--- src/rtl/fsa_pkg.sv ---
package fsa_pkg;

    localparam logic [7:0] OP_SUSPEND = 8'h75;
    localparam logic [7:0] OP_RESUME  = 8'h7A;
    localparam int         STS_SUS_BIT = 15;

    // timer slots
    localparam int TMR_TSUS = 0;
    localparam int TMR_LOCK = 1;
    localparam int TMR_PREP = 2;
    localparam int TMR_NUM  = 3;

    typedef enum logic [2:0] {
        ST_IDLE,
        ST_CACHE,
        ST_CMD,
        ST_SUSP,
        ST_SWAIT,
        ST_LOCK,
        ST_RESUME
    } arb_st_e;

    typedef enum logic {
        WIN_CACHE = 1'b0,
        WIN_CMD   = 1'b1
    } win_e;

    typedef struct packed {
        logic       vld;
        logic [7:0] op;
    } ctl_t;

    // operations that take long enough to be worth suspending
    function automatic logic is_long_op(input logic [7:0] op);
        case (op)
            8'h20, 8'h52, 8'hD8, 8'hC7, 8'h60, 8'h02, 8'h01: return 1'b1;
            default: return 1'b0;
        endcase
    endfunction

endpackage

--- src/rtl/fsa_timer.sv ---
module fsa_timer #(
    parameter int CW = 16
) (
    input  logic          clk,
    input  logic          rst,
    input  logic          load,
    input  logic [CW-1:0] load_val,
    output logic          zero
);
    logic [CW-1:0] cnt_q;

    always_ff @(posedge clk) begin
        if (rst)               cnt_q <= '0;
        else if (load)         cnt_q <= load_val;
        else if (cnt_q != '0)  cnt_q <= cnt_q - 1'b1;
    end

    assign zero = (cnt_q == '0);
endmodule

--- src/rtl/fsa_rr_pick.sv ---
module fsa_rr_pick
    import fsa_pkg::*;
(
    input  logic cache_req,
    input  logic cmd_req,
    input  win_e last_win,
    output logic pick_cache,
    output logic pick_cmd
);
    always_comb begin
        pick_cache = 1'b0;
        pick_cmd   = 1'b0;
        if (cache_req && cmd_req) begin
            if (last_win == WIN_CACHE) pick_cmd   = 1'b1;
            else                       pick_cache = 1'b1;
        end else begin
            pick_cache = cache_req;
            pick_cmd   = cmd_req;
        end
    end
endmodule

--- src/rtl/fsa_ctrl.sv ---
module fsa_ctrl
    import fsa_pkg::*;
(
    input  logic               clk,
    input  logic               rst,
    input  logic               cache_req,
    input  logic               cache_done,
    input  logic               cmd_req,
    input  logic [7:0]         cmd_op,
    input  logic               cmd_done,
    input  logic               sus_flag,
    input  logic [TMR_NUM-1:0] tmr_zero,
    output logic [TMR_NUM-1:0] tmr_load,
    output logic               cache_gnt,
    output logic               cmd_gnt,
    output ctl_t               ctl,
    output logic               bus_lock,
    output logic               op_suspended
);
    arb_st_e state_q, state_d;
    win_e    last_q;
    logic    long_q, susp_q;
    logic    cgnt_q, mgnt_q;
    logic    give_cache, give_cmd;
    logic    pick_cache, pick_cmd;

    fsa_rr_pick u_pick (
        .cache_req (cache_req),
        .cmd_req   (cmd_req),
        .last_win  (last_q),
        .pick_cache(pick_cache),
        .pick_cmd  (pick_cmd)
    );

    always_comb begin
        state_d    = state_q;
        tmr_load   = '0;
        give_cache = 1'b0;
        give_cmd   = 1'b0;
        case (state_q)
            ST_IDLE: begin
                if (pick_cache) begin
                    state_d    = ST_CACHE;
                    give_cache = 1'b1;
                end else if (pick_cmd) begin
                    state_d  = ST_CMD;
                    give_cmd = 1'b1;
                end
            end
            ST_CACHE: begin
                if (cache_done) begin
                    if (susp_q) begin
                        state_d            = ST_LOCK;
                        tmr_load[TMR_LOCK] = 1'b1;
                    end else begin
                        state_d = ST_IDLE;
                    end
                end
            end
            ST_CMD: begin
                if (cmd_done)
                    state_d = ST_IDLE;
                else if (long_q && cache_req && tmr_zero[TMR_PREP])
                    state_d = ST_SUSP;
            end
            ST_SUSP: begin
                state_d            = ST_SWAIT;
                tmr_load[TMR_TSUS] = 1'b1;
            end
            ST_SWAIT: begin
                if (tmr_zero[TMR_TSUS] && sus_flag) begin
                    state_d    = ST_CACHE;
                    give_cache = 1'b1;
                end
            end
            ST_LOCK: begin
                if (cache_req) begin
                    state_d    = ST_CACHE;
                    give_cache = 1'b1;
                end else if (tmr_zero[TMR_LOCK]) begin
                    state_d = ST_RESUME;
                end
            end
            ST_RESUME: begin
                state_d            = ST_CMD;
                tmr_load[TMR_PREP] = 1'b1;
            end
            default: state_d = ST_IDLE;
        endcase
    end

    always_ff @(posedge clk) begin
        if (rst) begin
            state_q <= ST_IDLE;
            last_q  <= WIN_CMD;
            long_q  <= 1'b0;
            susp_q  <= 1'b0;
            cgnt_q  <= 1'b0;
            mgnt_q  <= 1'b0;
        end else begin
            state_q <= state_d;
            cgnt_q  <= give_cache;
            mgnt_q  <= give_cmd;
            if (give_cmd) begin
                long_q <= is_long_op(cmd_op);
                last_q <= WIN_CMD;
            end
            if (give_cache && state_q == ST_IDLE)
                last_q <= WIN_CACHE;
            if (state_q == ST_SUSP)
                susp_q <= 1'b1;
            else if (state_q == ST_RESUME)
                susp_q <= 1'b0;
        end
    end

    always_comb begin
        ctl.vld = (state_q == ST_SUSP) || (state_q == ST_RESUME);
        ctl.op  = (state_q == ST_RESUME) ? OP_RESUME : OP_SUSPEND;
    end

    assign cache_gnt    = cgnt_q;
    assign cmd_gnt      = mgnt_q;
    assign bus_lock     = (state_q == ST_LOCK) || (state_q == ST_CACHE && susp_q);
    assign op_suspended = susp_q;
endmodule

--- src/rtl/flash_susp_arb.sv ---
module flash_susp_arb
    import fsa_pkg::*;
#(
    parameter int CW = 16
) (
    input  logic          clk,
    input  logic          rst,
    input  logic [CW-1:0] cfg_tsus_cyc,
    input  logic [CW-1:0] cfg_lock_cyc,
    input  logic [CW-1:0] cfg_prep_cyc,
    input  logic          cache_req,
    input  logic          cache_done,
    output logic          cache_gnt,
    input  logic          cmd_req,
    input  logic [7:0]    cmd_op,
    input  logic          cmd_done,
    output logic          cmd_gnt,
    input  logic [15:0]   flash_sts,
    output logic          ctl_vld,
    output logic [7:0]    ctl_op,
    output logic          bus_lock,
    output logic          op_suspended
);
    logic [CW-1:0]      cfg_q [TMR_NUM];
    logic [CW-1:0]      cfg_in [TMR_NUM];
    logic [TMR_NUM-1:0] tmr_load, tmr_zero;
    ctl_t               ctl;

    assign cfg_in[TMR_TSUS] = cfg_tsus_cyc;
    assign cfg_in[TMR_LOCK] = cfg_lock_cyc;
    assign cfg_in[TMR_PREP] = cfg_prep_cyc;

    for (genvar g = 0; g < TMR_NUM; g++) begin : g_tmr
        always_ff @(posedge clk) begin
            if (rst) cfg_q[g] <= cfg_in[g];
        end

        fsa_timer #(.CW(CW)) u_tmr (
            .clk     (clk),
            .rst     (rst),
            .load    (tmr_load[g]),
            .load_val(cfg_q[g]),
            .zero    (tmr_zero[g])
        );
    end

    fsa_ctrl u_ctrl (
        .clk         (clk),
        .rst         (rst),
        .cache_req   (cache_req),
        .cache_done  (cache_done),
        .cmd_req     (cmd_req),
        .cmd_op      (cmd_op),
        .cmd_done    (cmd_done),
        .sus_flag    (flash_sts[STS_SUS_BIT]),
        .tmr_zero    (tmr_zero),
        .tmr_load    (tmr_load),
        .cache_gnt   (cache_gnt),
        .cmd_gnt     (cmd_gnt),
        .ctl         (ctl),
        .bus_lock    (bus_lock),
        .op_suspended(op_suspended)
    );

    assign ctl_vld = ctl.vld;
    assign ctl_op  = ctl.op;
endmodule

--- config.mk ---
export PLATFORM = sky130hd
export DESIGN_NAME = flash_susp_arb
export DESIGN_NICKNAME = d
export VERILOG_FILES = /design/src/rtl/fsa_pkg.sv /design/src/rtl/fsa_timer.sv /design/src/rtl/fsa_rr_pick.sv /design/src/rtl/fsa_ctrl.sv /design/src/rtl/flash_susp_arb.sv
export SDC_FILE = /design/constraint.sdc
export NUM_CORES = 1
export LEC_CHECK = 0
export BUFFER_PORTS_ARGS = -buffer_cell sky130_fd_sc_hd__buf_2
export CAP_MARGIN = 15
export CORE_UTILIZATION = 46
export CTS_CLUSTER_DIAMETER = 100
export DETAILED_ROUTE_END_ITERATION = 7
export PLACE_DENSITY = 0.76
export REMOVE_ABC_BUFFERS = 1
export SETUP_SLACK_MARGIN = 0.1
export SYNTH_ARGS = -nofsm -noshare
export SYNTH_HDL_FRONTEND = slang
export SYNTH_HIERARCHICAL = 1
export SYNTH_SLANG_ARGS = --single-unit
--- constraint.sdc ---
create_clock -name clk -period 3.2 [get_ports clk]
set_input_delay 0.16 -clock clk [delete_from_list [all_inputs] [get_ports clk]]
set_output_delay 0.16 -clock clk [all_outputs]
set_load 0.1 [all_outputs]
==> results of run 1 <==
area by class of cell:
cell class | instances | area (um^2)
Clock buffer | 9 | 124
Clock inverter | 7 | 58.8
Fill cell | 887 | 4330
Inverter | 15 | 56.3
Multi-Input combinational cell | 343 | 2220
Sequential cell | 104 | 2560
Tap cell | 136 | 170
Timing Repair Buffer | 126 | 891
Yosys cell counts (all sizes together), types with 4 or more instances:
library cell and number:
inv 15, nand4 8, or4 8, xor2 10, o31ai 6, nand2 54, buf 17, edfxtp 48
a21boi 4, o21ai 40, nor2b 6, clkbuf 10, dfxtp 56, xnor2 19, mux2i 4, nor2 31
nor4b 4, a21oi 22, a221oi 5, or3 4, nor4 13, nand3 12, nor3 31
cells by family (layout without fill, tap and decap cells):
| group | count (synthesis) | after routing | share of synthesized area |
|---|---|---|---|
| adders and majority gates | 3 | 3 | 0.00751 |
| muxes | 5 | 5 | 0.0110 |
| AOI/OAI and AO/OA | 107 | 107 | 0.142 |
| xor gates and xnor gates | 29 | 29 | 0.0508 |
| and+or+nand+nor | 195 | 195 | 0.231 |
| other | 2 | 4 | 0.00150 |
| buffers and inverters | 42 | 157 | 0.0443 |
| DFF | 104 | 104 | 0.512 |
worst max-delay path, stage by stage, from the launching register on:
cell and delay, ps:
dfxtp_1 340, inv_1 90, ha_1 200, or3b_2 530, or4_4 590, nor2_1 150
a21oi_1 100, a21oi_1 240, o21ai_2 110, nor2b_4 130, mux2_4 290
state kept, by name (all words and copies together), names as in the netlist:
signal	count
cfg_q	48
g_tmr.u_tmr/cnt_q	48
u_ctrl/state_q	3
u_ctrl/cache_gnt	1
u_ctrl/cmd_gnt	1
u_ctrl/last_q	1
u_ctrl/long_q	1
u_ctrl/op_suspended	1
worst max-delay path by stage:
stage | from | to | slack [ps] | depth (start not counted)
after floorplan | u_ctrl/state_q[2]$_SDFFE_PP0P_ | g_tmr[2].u_tmr/cnt_q[13]$_SDFFE_PP0P_ | -2200 | 6
after global placement | g_tmr[0].u_tmr/cnt_q[0]$_SDFFE_PP0P_ | u_ctrl/state_q[2]$_SDFFE_PP0P_ | 390 | 10
after detailed placement | g_tmr[0].u_tmr/cnt_q[0]$_SDFFE_PP0P_ | u_ctrl/state_q[2]$_SDFFE_PP0P_ | 320 | 10
after CTS | g_tmr[0].u_tmr/cnt_q[0]$_SDFFE_PP0P_ | u_ctrl/state_q[2]$_SDFFE_PP0P_ | 300 | 10
after global routing | g_tmr[0].u_tmr/cnt_q[0]$_SDFFE_PP0P_ | u_ctrl/state_q[2]$_SDFFE_PP0P_ | 180 | 10
final | g_tmr[0].u_tmr/cnt_q[0]$_SDFFE_PP0P_ | u_ctrl/state_q[2]$_SDFFE_PP0P_ | 320 | 10
power by group through the flow:
stage | logic, mW | clock network, mW | registers, mW
after global placement | 2.15 | 0 | 2.05
after global routing | 2.53 | 0.851 | 2.10
after detailed placement | 2.23 | 0 | 2.07
after CTS | 2.29 | 0.807 | 2.04
final | 2.29 | 0.771 | 2.05
after floorplan | 1.76 | 0 | 2.04
stage by stage:
stage | util | hold WS, ps | std cells
6_report | 0.584 | 133 | 740
5_1_grt | 0.584 | 148 | 740
4_1_cts | 0.584 | 114 | 740
3_5_place_dp | 0.521 | 338 | 676
3_3_place_gp | 0.521 | 336 | 676
2_1_floorplan | - | 229 | 462
routing by layer:
metal | up-vias | global-route usage | part of all wire | wire length [um]
li1 | 2006 | - | - | -
met2 | 74 | 0.339 | 0.50 | 5190
met4 | 0 | 0.0645 | 0.013 | 139
met1 | 1881 | 0.230 | 0.45 | 4650
met3 | 13 | 0.0435 | 0.033 | 338
met5 | - | 0 | 0 | 0
==> results by group, run 1 <==
Cells and area
  • Fin nets: 680
  • Share of cells above drive strength 1: 0.204
  • Most frequent cells in the layout: buf_2 (70), dfxtp_1 (56), nand2_1 (54), edfxtp_1 (48), dlygate4sd3_1 (48)
  • Commonest non-fill, non-tap cell in the layout: buf_2
  • Synth-to-layout area growth: 21.7%
  • Design area: 0.00609 mm^2
  • Diodes inserted: 0

Worst setup path
  • Critical-path maximum fanout: 5
  • R2R depth: 10
  • R2r startpoint: g_tmr[0].u_tmr/cnt_q[0]$_SDFFE_PP0P_
  • Crit path capture type: flip-flop
  • WS Path Type: reg -> reg
  • R2r endpoint: u_ctrl/state_q[2]$_SDFFE_PP0P_
  • Arr. time, crit path: 3150 ps
  • Worst setup SP type: flip-flop
  • Req. time, crit path: 3470 ps
  • R2R Setup Slk: 320 ps

Flow run
  • Max Cap Viol: 0

Power and ir drop
  • Net Sw Frac: 0.407
  • Sequential share of power: 0.401
  • Net switching power: 2.08 mW
  • Pleak: 2.31 nW
  • Overall Power: 5.11 mW
  • Worst VDD drop: 0.502 mV
  • Power Internal: 3.03 mW
  • Logic pwr share: 0.448
  • Clk network pwr share: 0.151
  • PwrDens: 839 mW/mm^2

Drt
  • Final wirelength: 10300 um
  • Number of DRC markers in iteration 0: 216
  • DRC errors left: 0
  • DRT antenna net count: 0
  • Routed vias: 3974
  • Vias/cell: 5.37
  • WL/cell: 13.9 um
  • TritonRoute pass-1 iters: 4

Timing
  • Worst-margin pin slew: 1120 ps
  • Final WS setup: 322 ps
  • Fin crit share: 0.899
  • RSZ-0062 raised after global routing: false
  • Fmax: 347 MHz
  • Hold violation total from the final report: 0
  • Clock skew: 11.2 ps
  • Max_slew headroom: 0.250
  • Final-report max-slew violation count: 0
  • Final setup violation count: 0
  • Tmin final: 2880 ps
  • Setup TNS: 0 ps

Placed design
  • Pre-CTS setup slack: 318 ps
  • Post-DP Area: 0.00542 mm^2
  • Final Wtd Congestion: 0.834
  • # port buffers: 71
  • Post-detail-place hpwl: 6990 um

Clocking
  • CTS clk-pin slew, worst paths: 100 ps
  • Hold buffers post-CTS: 48
  • Clk Tree Root Cell: clkbuf_8
  • CTS Buf Count: 9
  • CTS tree: done
  • PostCTS Resize Cnt: 0
  • H-tree depth: 3
  • CTS max path bufs: 2
  • Clk sink count: 104
  • Post-CTS setup buffer count: 0
  • Later-pin clock latency in the skew report: 370 ps

Floorplanning
  • Initial Util: 0.480
  • DIE AREA: 0.0113 mm^2
  • # rows: 37
  • Die Wd: 106 um
  • Die Span Y: 106 um
  • Ports: 91
  • Core area: 0.0104 mm^2

Worst hold path
  • Hold wc startpoint: cmd_op[4]
  • Worst hold path type: in -> reg
  • Hold depth: 4
  • Worst Hold Endpoint: u_ctrl/long_q$_SDFFE_PP0P_

Synth
  • Synth top area share: 0.288
  • Post-Synthesis Cells: 487
  • Synth Cell Area: 0.00500 mm^2
  • Ys flop type: dfxtp_1
  • Post-synthesis sequential area ratio: 0.512
  • Post-synth EDFFs: 48
  • Synthesized flop and latch total: 104
  • Async S/R FF share, synth: 0
  • Syn. warnings: 6
  • Top cells by area, synth: edfxtp_1 (29%), dfxtp_1 (22%), nand2_1 (4.1%), xnor2_1 (3.3%), o21ai_0 (3.1%)
  • Yosys top cell by area: edfxtp_1
  • Synth cell types: 73
  • Avg Cell Area, Syn: 10.3 um^2

Global routing
  • Vias in the first global route: 3898
  • Largest net degree at the start of global routing: 57
  • First-pass GRT wire length: 17300 um
  • Gr usage total: 0.192
  • Initial antenna violation count: 0
  • Global route overflow: 0

Outcome
  • Status: finished, final reports clean
No activity file was read; power rests on OpenSTA's default activity.
==> run 2: changes to the inputs <==
--- a/config.mk
+++ b/config.mk
@@ -5,7 +5,7 @@
 export SDC_FILE = /design/constraint.sdc
 export NUM_CORES = 1
 export LEC_CHECK = 0
-export BUFFER_PORTS_ARGS = -buffer_cell sky130_fd_sc_hd__buf_2
+export BUFFER_PORTS_ARGS = -buffer_cell sky130_fd_sc_hd__clkbuf_2
 export CAP_MARGIN = 15
 export CORE_UTILIZATION = 46
 export CTS_CLUSTER_DIAMETER = 100
==> run 2 against run 1 <==
Compared with the run above: design area hardly changed; sequential share of layout area hardly changed; non-clock buffer count stayed put; final cell count stayed put; worst setup slack worse by 18 ps; critical path depth stayed put; total power is 0.56% lower; die area stayed put; first-iteration DRC count is 12% lower; utilization hardly changed; register-to-register slack worse by 20 ps; largest power group unchanged.
==> results by group, run 2 (synthesis gave the netlist of run 1 again) <==
Floorplanning
  • Ports: 91 (unchanged)
  • # rows: 37 (unchanged)
  • Initial Util: 0.480 (unchanged)
  • Core area: 0.0104 mm^2 (unchanged)
  • Die Span Y: 106 um (unchanged)
  • Die Wd: 106 um (unchanged)
  • DIE AREA: 0.0113 mm^2 (unchanged)

Cells and area
  • Share of cells above drive strength 1: 0.204 (unchanged)
  • Top flop regs: cfg_q (48), g_tmr.u_tmr/cnt_q (48), u_ctrl/state_q (3)
  • Diodes inserted: 0 (unchanged)
  • Design area: 0.00608 mm^2 (about the same)
  • Synth-to-layout area growth: 21.6% (about the same)
  • Most frequent cells in the layout: clkbuf_2 (70), dfxtp_1 (56), nand2_1 (54), edfxtp_1 (48), dlygate4sd3_1 (48)
  • Fin nets: 680 (unchanged)
  • Commonest non-fill, non-tap cell in the layout: clkbuf_2

Timing
  • Fmax: 345 MHz (-0.63%)
  • Final setup violation count: 0 (unchanged)
  • Clock skew: 15.6 ps (+4.42 ps)
  • Max_slew headroom: 0.370 (+0.120)
  • Final-report max-slew violation count: 0 (unchanged)
  • Hold violation total from the final report: 0 (unchanged)
  • Worst-margin pin slew: 937 ps (-179 ps)
  • Fin crit share: 0.905 (+0.00566)
  • Setup TNS: 0 ps (unchanged)
  • RSZ-0062 raised after global routing: false
  • Tmin final: 2900 ps (+18.1 ps)

Worst setup path
  • Req. time, crit path: 3470 ps (about the same)
  • Most common cell on crit path: a21oi_1
  • Critical-path maximum fanout: 5 (unchanged)
  • Max stage delay cell, worst path: or4_4
  • CP cell instances: inv_1 > ha_1 > or3b_2 > or4_4 > nor2_1 > a21oi_1 > a21oi_1 > o21ai_2 > nor2b_4 > mux2_4
  • R2R Setup Slk: 300 ps (-20 ps)
  • CP Buf/Inv Count: 1 (unchanged)
  • R2r startpoint: g_tmr[0].u_tmr/cnt_q[0]$_SDFFE_PP0P_
  • CP top delay family: simple AND/OR/NAND/NOR gates
  • Arr. time, crit path: 3170 ps (+20 ps)
  • R2R depth: 10 (unchanged)
  • Crit path capture type: flip-flop
  • Worst setup SP type: flip-flop
  • R2r endpoint: u_ctrl/state_q[2]$_SDFFE_PP0P_
  • WS Path Type: reg -> reg
  • Critical Path Max Stage Delay: 590 ps (about the same)

Placed design
  • # port buffers: 71 (unchanged)
  • Final Wtd Congestion: 0.837 (+0.36%)
  • Post-detail-place hpwl: 7010 um (+0.28%)
  • Post-DP Area: 0.00542 mm^2 (unchanged)

Drt
  • DRT antenna net count: 0 (unchanged)
  • Number of DRC markers in iteration 0: 190 (-12%)
  • DRC errors left: 0 (unchanged)
  • WL/cell: 14.1 um (+0.86%)
  • Routed vias: 3992 (+0.45%)
  • Vias/cell: 5.39 (+0.45%)
  • Final wirelength: 10400 um (+0.86%)
  • TritonRoute pass-1 iters: 4 (unchanged)

Global routing
  • M1 GR Usage: 0.217 (-0.0126)
  • Met2 GRT Util: 0.347 (+0.00881)
  • GR Layer Usage met3: 0.0429 (-0.000613)
  • GR peak layer: met2
  • First-pass GRT wire length: 17000 um (-1.6%)
  • Vias in the first global route: 3792 (-2.7%)
  • Largest net degree at the start of global routing: 57 (unchanged)
  • Initial antenna violation count: 0 (unchanged)
  • Gr usage total: 0.190 (-0.00212)
  • Global route overflow: 0 (unchanged)

Clocking
  • Later-pin clock latency in the skew report: 370 ps (about the same)
  • Clk sink count: 104 (unchanged)
  • CTS clk-pin slew, worst paths: 100 ps (about the same)
  • Clk Tree Root Cell: clkbuf_8
  • CTS Buf Count: 9 (unchanged)
  • CTS tree: done
  • CTS max path bufs: 2 (unchanged)
  • H-tree depth: 3 (unchanged)
  • PostCTS Resize Cnt: 0 (unchanged)

Power and ir drop
  • Clk network pwr share: 0.148 (-0.003)
  • Pleak: 2.30 nW (about the same)
  • Net switching power: 2.06 mW (-0.74%)
  • PwrDens: 835 mW/mm^2 (-0.48%)
  • Sequential share of power: 0.404 (+0.003)
  • Logic pwr share: 0.448 (about the same)
  • Net Sw Frac: 0.406 (-0.000745)
  • Power Internal: 3.01 mW (-0.44%)
  • Worst VDD drop: 0.500 mV (-0.32%)

Outcome
  • Status: finished, final reports clean

Worst hold path
  • Worst hold path type: in -> reg
  • Hold wc startpoint: cmd_op[4]
  • Hold depth: 4 (unchanged)
  • Worst Hold Endpoint: u_ctrl/long_q$_SDFFE_PP0P_

Flow run
  • Max Cap Viol: 0 (unchanged)
run 2: changes by cell type in the layout (fill, tap and decap cells not counted), sizes merged:
cell,delta
buf,-70
clkbuf,+70
clkinv,+2
clkinvlp,+2
inv,-4
run 2: worst reg2reg max path: stages, from the launching register on:
cell,delay (ps)
dfxtp_1,340
inv_1,80
ha_1,200
or3b_2,530
or4_4,590
nor2_1,170
a21oi_1,100
a21oi_1,250
o21ai_2,110
nor2b_4,140
mux2_4,300
run 2: worst max path at each step:
stage                                          from  depth (start not counted)                               endpoint  slack, ps
2_1_floorplan        u_ctrl/state_q[2]$_SDFFE_PP0P_                          6  g_tmr[2].u_tmr/cnt_q[13]$_SDFFE_PP0P_      -2200
3_3_place_gp   g_tmr[0].u_tmr/cnt_q[0]$_SDFFE_PP0P_                         10         u_ctrl/state_q[2]$_SDFFE_PP0P_        390
3_5_place_dp   g_tmr[0].u_tmr/cnt_q[0]$_SDFFE_PP0P_                         10         u_ctrl/state_q[2]$_SDFFE_PP0P_        330
4_1_cts        g_tmr[0].u_tmr/cnt_q[0]$_SDFFE_PP0P_                         10         u_ctrl/state_q[2]$_SDFFE_PP0P_        320
5_1_grt        g_tmr[0].u_tmr/cnt_q[0]$_SDFFE_PP0P_                         10         u_ctrl/state_q[2]$_SDFFE_PP0P_        210
6_report       g_tmr[0].u_tmr/cnt_q[0]$_SDFFE_PP0P_                         10         u_ctrl/state_q[2]$_SDFFE_PP0P_        300
run 2: final cells by class:
| type | instances | area (um^2) |
|---|---|---|
| inverter | 15 | 56.3 |
| sequential | 104 | 2560 |
| multi-input combinational | 343 | 2220 |
| clock inverter | 7 | 53.8 |
| fill | 884 | 4330 |
| clock buffer | 9 | 124 |
| tap | 136 | 170 |
| timing repair buffer | 126 | 891 |
run 2: per-layer routing:
metal	share of wire	wire, um	vias up
met2	0.51	5310	79
li1	-	-	2015
met3	0.040	415	8
met5	0	0	-
met4	0.011	110	0
met1	0.44	4570	1890
run 2: through the flow:
| step | worst slack, ps | power (mW) | utilization | cells | hold WS [ps] |
|---|---|---|---|---|---|
| floorplan | -2200 | 3.80 | - | 462 | 229 |
| global placement | 387 | 4.20 | 0.521 | 676 | 337 |
| detailed placement | 328 | 4.29 | 0.521 | 676 | 339 |
| CTS | 315 | 5.10 | 0.584 | 740 | 112 |
| global route | 209 | 5.42 | 0.584 | 740 | 161 |
| finish | 304 | 5.08 | 0.584 | 740 | 144 |
run 2: power groups by stage:
stage	combinational (mW)	sequential, mW	clock [mW]
after global routing	2.49	2.11	0.818
after CTS	2.27	2.05	0.776
final	2.27	2.05	0.751
after floorplan	1.76	2.04	0
after global placement	2.15	2.05	0
after detailed placement	2.21	2.07	0
run 2: timing repair:
item,CTS,global route
buffers inserted,0,0
hold buffers,48,0
endpoints found under the hold margin,48,0
==> run 3: changes to the inputs <==
--- a/config.mk
+++ b/config.mk
@@ -7,13 +7,14 @@
 export LEC_CHECK = 0
 export BUFFER_PORTS_ARGS = -buffer_cell sky130_fd_sc_hd__clkbuf_2
 export CAP_MARGIN = 15
-export CORE_UTILIZATION = 46
+export CELL_PAD_IN_SITES_DETAIL_PLACEMENT = 0
+export CELL_PAD_IN_SITES_GLOBAL_PLACEMENT = 2
+export CORE_UTILIZATION = 35
 export CTS_CLUSTER_DIAMETER = 100
 export DETAILED_ROUTE_END_ITERATION = 7
-export PLACE_DENSITY = 0.76
+export PLACE_DENSITY = 0.82
 export REMOVE_ABC_BUFFERS = 1
 export SETUP_SLACK_MARGIN = 0.1
 export SYNTH_ARGS = -nofsm -noshare
 export SYNTH_HDL_FRONTEND = slang
-export SYNTH_HIERARCHICAL = 1
 export SYNTH_SLANG_ARGS = --single-unit
==> run 3 against run 2 <==
Compared with the run above: via count decreased by 0.88%; critical endpoint is now ctl_vld; synthesized cell count increased by 2.3%; die area increased by 30%; total power increased by 12%; clock skew decreased by 8.1 ps; non-clock buffer count decreased by 5; synthesized area decreased by 0.83%; maximum frequency increased by 17%; sequential share of layout area decreased by 0.62 points; worst hold slack got worse by 9.5 ps; final cell count increased by 6.4%; clock power increased by 40%.
==> results by group, run 3 <==
Outcome
  • Status: finished, final reports clean

Placed design
  • Final Wtd Congestion: 0.759 (-9.3%)
  • Post-detail-place hpwl: 6980 um (-0.45%)
  • Pre-CTS setup slack: 941 ps (+613 ps)
  • # port buffers: 71 (unchanged)
  • Cells after DPL: 723 (+7.0%)
  • Post-DP Area: 0.00541 mm^2 (-0.18%)

Global routing
  • Global route overflow: 0 (unchanged)
  • Gr usage total: 0.156 (-0.0344)
  • Initial antenna violation count: 0 (unchanged)
  • Largest net degree at the start of global routing: 57 (unchanged)
  • Vias in the first global route: 3882 (+2.4%)
  • First-pass GRT wire length: 17900 um (+5.0%)

Timing
  • Clock skew: 7.47 ps (-8.13 ps)
  • Hold violation total from the final report: 0 (unchanged)
  • Max_slew headroom: 0.353 (-0.0169)
  • Worst-margin pin slew: 962 ps (+25.1 ps)
  • Setup TNS: 0 ps (unchanged)
  • Tmin final: 2480 ps (-419 ps)
  • Final-report max-slew violation count: 0 (unchanged)
  • Final WS setup: 723 ps (+419 ps)
  • Fmax: 404 MHz (+17%)
  • Final setup violation count: 0 (unchanged)
  • Fin crit share: 0.774 (-0.131)
  • RSZ-0062 raised after global routing: false

Synth
  • Yosys top cell by area: edfxtp_1
  • Post-synthesis mux area share: 0.0129 (+0.00186)
  • Ys flop type: dfxtp_1
  • Top-count cell post-synth: nor2_1
  • Adder-Cell Fraction of Synth Area: 0.0151 (+0.00763)
  • Avg Cell Area, Syn: 9.96 um^2 (-3.0%)
  • Synthesized flop and latch total: 104 (unchanged)
  • Synth Cell Area: 0.00496 mm^2 (-0.83%)
  • Post-synthesis sequential area ratio: 0.517 (+0.00427)
  • Syn. warnings: 0 (-6)
  • Async S/R FF share, synth: 0 (unchanged)
  • Synth top cells by count: nor2_1 (65), dfxtp_1 (56), edfxtp_1 (48), nand2_1 (36), a211oi_1 (32)
  • Synth top area share: 0.291 (+0.00240)
  • Main combinational cell family by area after synthesis: simple AND/OR/NAND/NOR gates
  • Top cells by area, synth: edfxtp_1 (29%), dfxtp_1 (23%), nor2_1 (4.9%), a211oi_1 (4.8%), nand2_1 (2.7%)
  • Compound-Gate Fraction of Synth Area: 0.122 (-0.0200)
  • Post-synth EDFFs: 48 (unchanged)
  • Synth cell types: 58 (-21%)
  • Post-Synth XOR/XNOR Area: 0.0459 (-0.00487)
  • Post-Synthesis Cells: 498 (+2.3%)
  • Simple-Gate Fraction of Synth Area: 0.244 (+0.0133)

Drt
  • Routed vias: 3957 (-0.88%)
  • Number of DRC markers in iteration 0: 223 (+17%)
  • DRT antenna net count: 0 (unchanged)
  • DRC errors left: 0 (unchanged)
  • WL/cell: 13.4 um (-4.6%)
  • Vias/cell: 5.03 (-6.8%)
  • TritonRoute pass-1 iters: 4 (unchanged)
  • Final wirelength: 10600 um (+1.4%)

Flow run
  • Max Cap Viol: 0 (unchanged)

Clocking
  • CTS clk-pin slew, worst paths: 70 ps (-30 ps)
  • CTS Buf Count: 9 (unchanged)
  • Later-pin clock latency in the skew report: 360 ps (about the same)
  • Clk Tree Root Cell: clkbuf_16
  • CTS tree: done
  • Post-CTS setup buffer count: 0 (unchanged)
  • Clk sink count: 104 (unchanged)
  • CTS max path bufs: 2 (unchanged)
  • H-tree depth: 3 (unchanged)

Floorplanning
  • Initial Util: 0.359 (-0.121)
  • DIE AREA: 0.0147 mm^2 (+30%)
  • Core area: 0.0138 mm^2 (+33%)
  • Die Span Y: 121 um (+14%)
  • Die Wd: 121 um (+14%)
  • Ports: 91 (unchanged)
  • # rows: 43 (+16%)

Cells and area
  • Top flop regs: cfg_q (48), g_tmr.u_tmr.cnt_q (48), u_ctrl.state_q (3)
  • Filler cells: 1348 (+52%)
  • Fin nets: 686 (+0.88%)
  • Final cell count without fillers: 787 (+6.4%)
  • Design area: 0.00617 mm^2 (+1.5%)
  • Diodes inserted: 0 (unchanged)
  • Commonest non-fill, non-tap cell in the layout: clkbuf_2
  • Share of cells above drive strength 1: 0.185 (-0.0191)
  • Synth-to-layout area growth: 24.5%
  • Most frequent cells in the layout: clkbuf_2 (70), nor2_1 (65), dfxtp_1 (56), edfxtp_1 (48), dlygate4sd3_1 (48)

Power and ir drop
  • Pleak: 2.34 nW (+1.6%)
  • PwrDens: 920 mW/mm^2 (+10%)
  • Worst VDD drop: 0.424 mV (-15%)

Worst setup path
  • Crit path capture type: primary output
  • Critical-path maximum fanout: 29 (+24)
  • R2R depth: 5 (-5)
  • Worst setup SP type: flip-flop
  • Req. time, crit path: 3040 ps (-430 ps)
  • R2R Setup Slk: 950 ps (+650 ps)
  • WS Path Type: reg -> out
  • Arr. time, crit path: 2320 ps (-850 ps)

Worst hold path
  • Worst hold path type: in -> reg
  • Hold depth: 3 (-1)
## run 3: changes by cell type after synthesis, sizes merged, moves of 5 or more
cell / change
xnor2: -5
a211oi: +31
or3: +5
o31ai: -6
clkbuf: +9
o21ai: -24
a311oi: +6
nor2: +34
buf: -6
nor3: -10
nand2b: +5
nand4: +6
nand2: -18
## run 3: final cells by class
class | count | area (um^2) | area share
tap | 180 | 225 | 0.0365
multi-input combinational | 354 | 2200 | 0.356
clock inverter | 7 | 53.8 | 0.00872
timing repair buffer | 121 | 866 | 0.140
inverter | 12 | 45.0 | 0.00730
sequential | 104 | 2560 | 0.415
clock buffer | 9 | 225 | 0.0365
## run 3: critical path, cell delays in order, from the launching register on
cell	delay, ps
dfxtp_1	680
nand2_1	130
or2_2	530
nand2_1	160
clkbuf_2	460
## run 3: power breakdown
| group | internal [mW] | switching [mW] |
|---|---|---|
| Clock | 0.536 | 0.515 |
| Sequential | 1.74 | 0.358 |
| Combinational | 1.13 | 1.40 |
| Total | 3.41 | 2.27 |
## run 3: through the flow
step | hold WS [ps] | total power [mW] | utilization
4_1_cts | 131 | 5.74 | 0.446
5_1_grt | 166 | 6.19 | 0.446
2_1_floorplan | 228 | 4.07 | -
3_5_place_dp | 339 | 4.61 | 0.392
3_3_place_gp | 337 | 4.58 | 0.392
6_report | 135 | 5.68 | 0.446
## run 3: metal layers
| metal | vias up | track usage | wire length [um] |
|---|---|---|---|
| met2 | 72 | 0.258 | 4940 |
| met3 | 16 | 0.0395 | 334 |
| met4 | 0 | 0.0725 | 236 |
| li1 | 2024 | - | - |
| met1 | 1845 | 0.189 | 5040 |
| met5 | - | 0 | 0 |
## run 3: worst paths after layout
check,from,to
setup / recovery,u_ctrl.state_q[0]$_SDFFE_PP0P_,ctl_vld
hold / removal,cmd_req,u_ctrl.cmd_gnt$_SDFF_PP0_
setup reg to reg,g_tmr[2].u_tmr.cnt_q[4]$_SDFFE_PP0P_,u_ctrl.state_q[1]$_SDFFE_PP0P_
hold reg to reg,u_ctrl.long_q$_SDFFE_PP0P_,u_ctrl.long_q$_SDFFE_PP0P_
## run 3: what timing repair did
item | CTS | global route
hold buffers | 48 | 0
hold endpoints to repair | 48 | 0
resized for setup | 0 | 0
## run 3: logic make-up after synthesis
group / after synthesis
AO/OA/AOI/OAI: 90
AND/OR/NAND/NOR: 222
buffers and inverters: 42
multiplexers: 6
other: 2
flip-flops: 104
XOR/XNOR: 26
adder cells (fa/ha/maj): 6
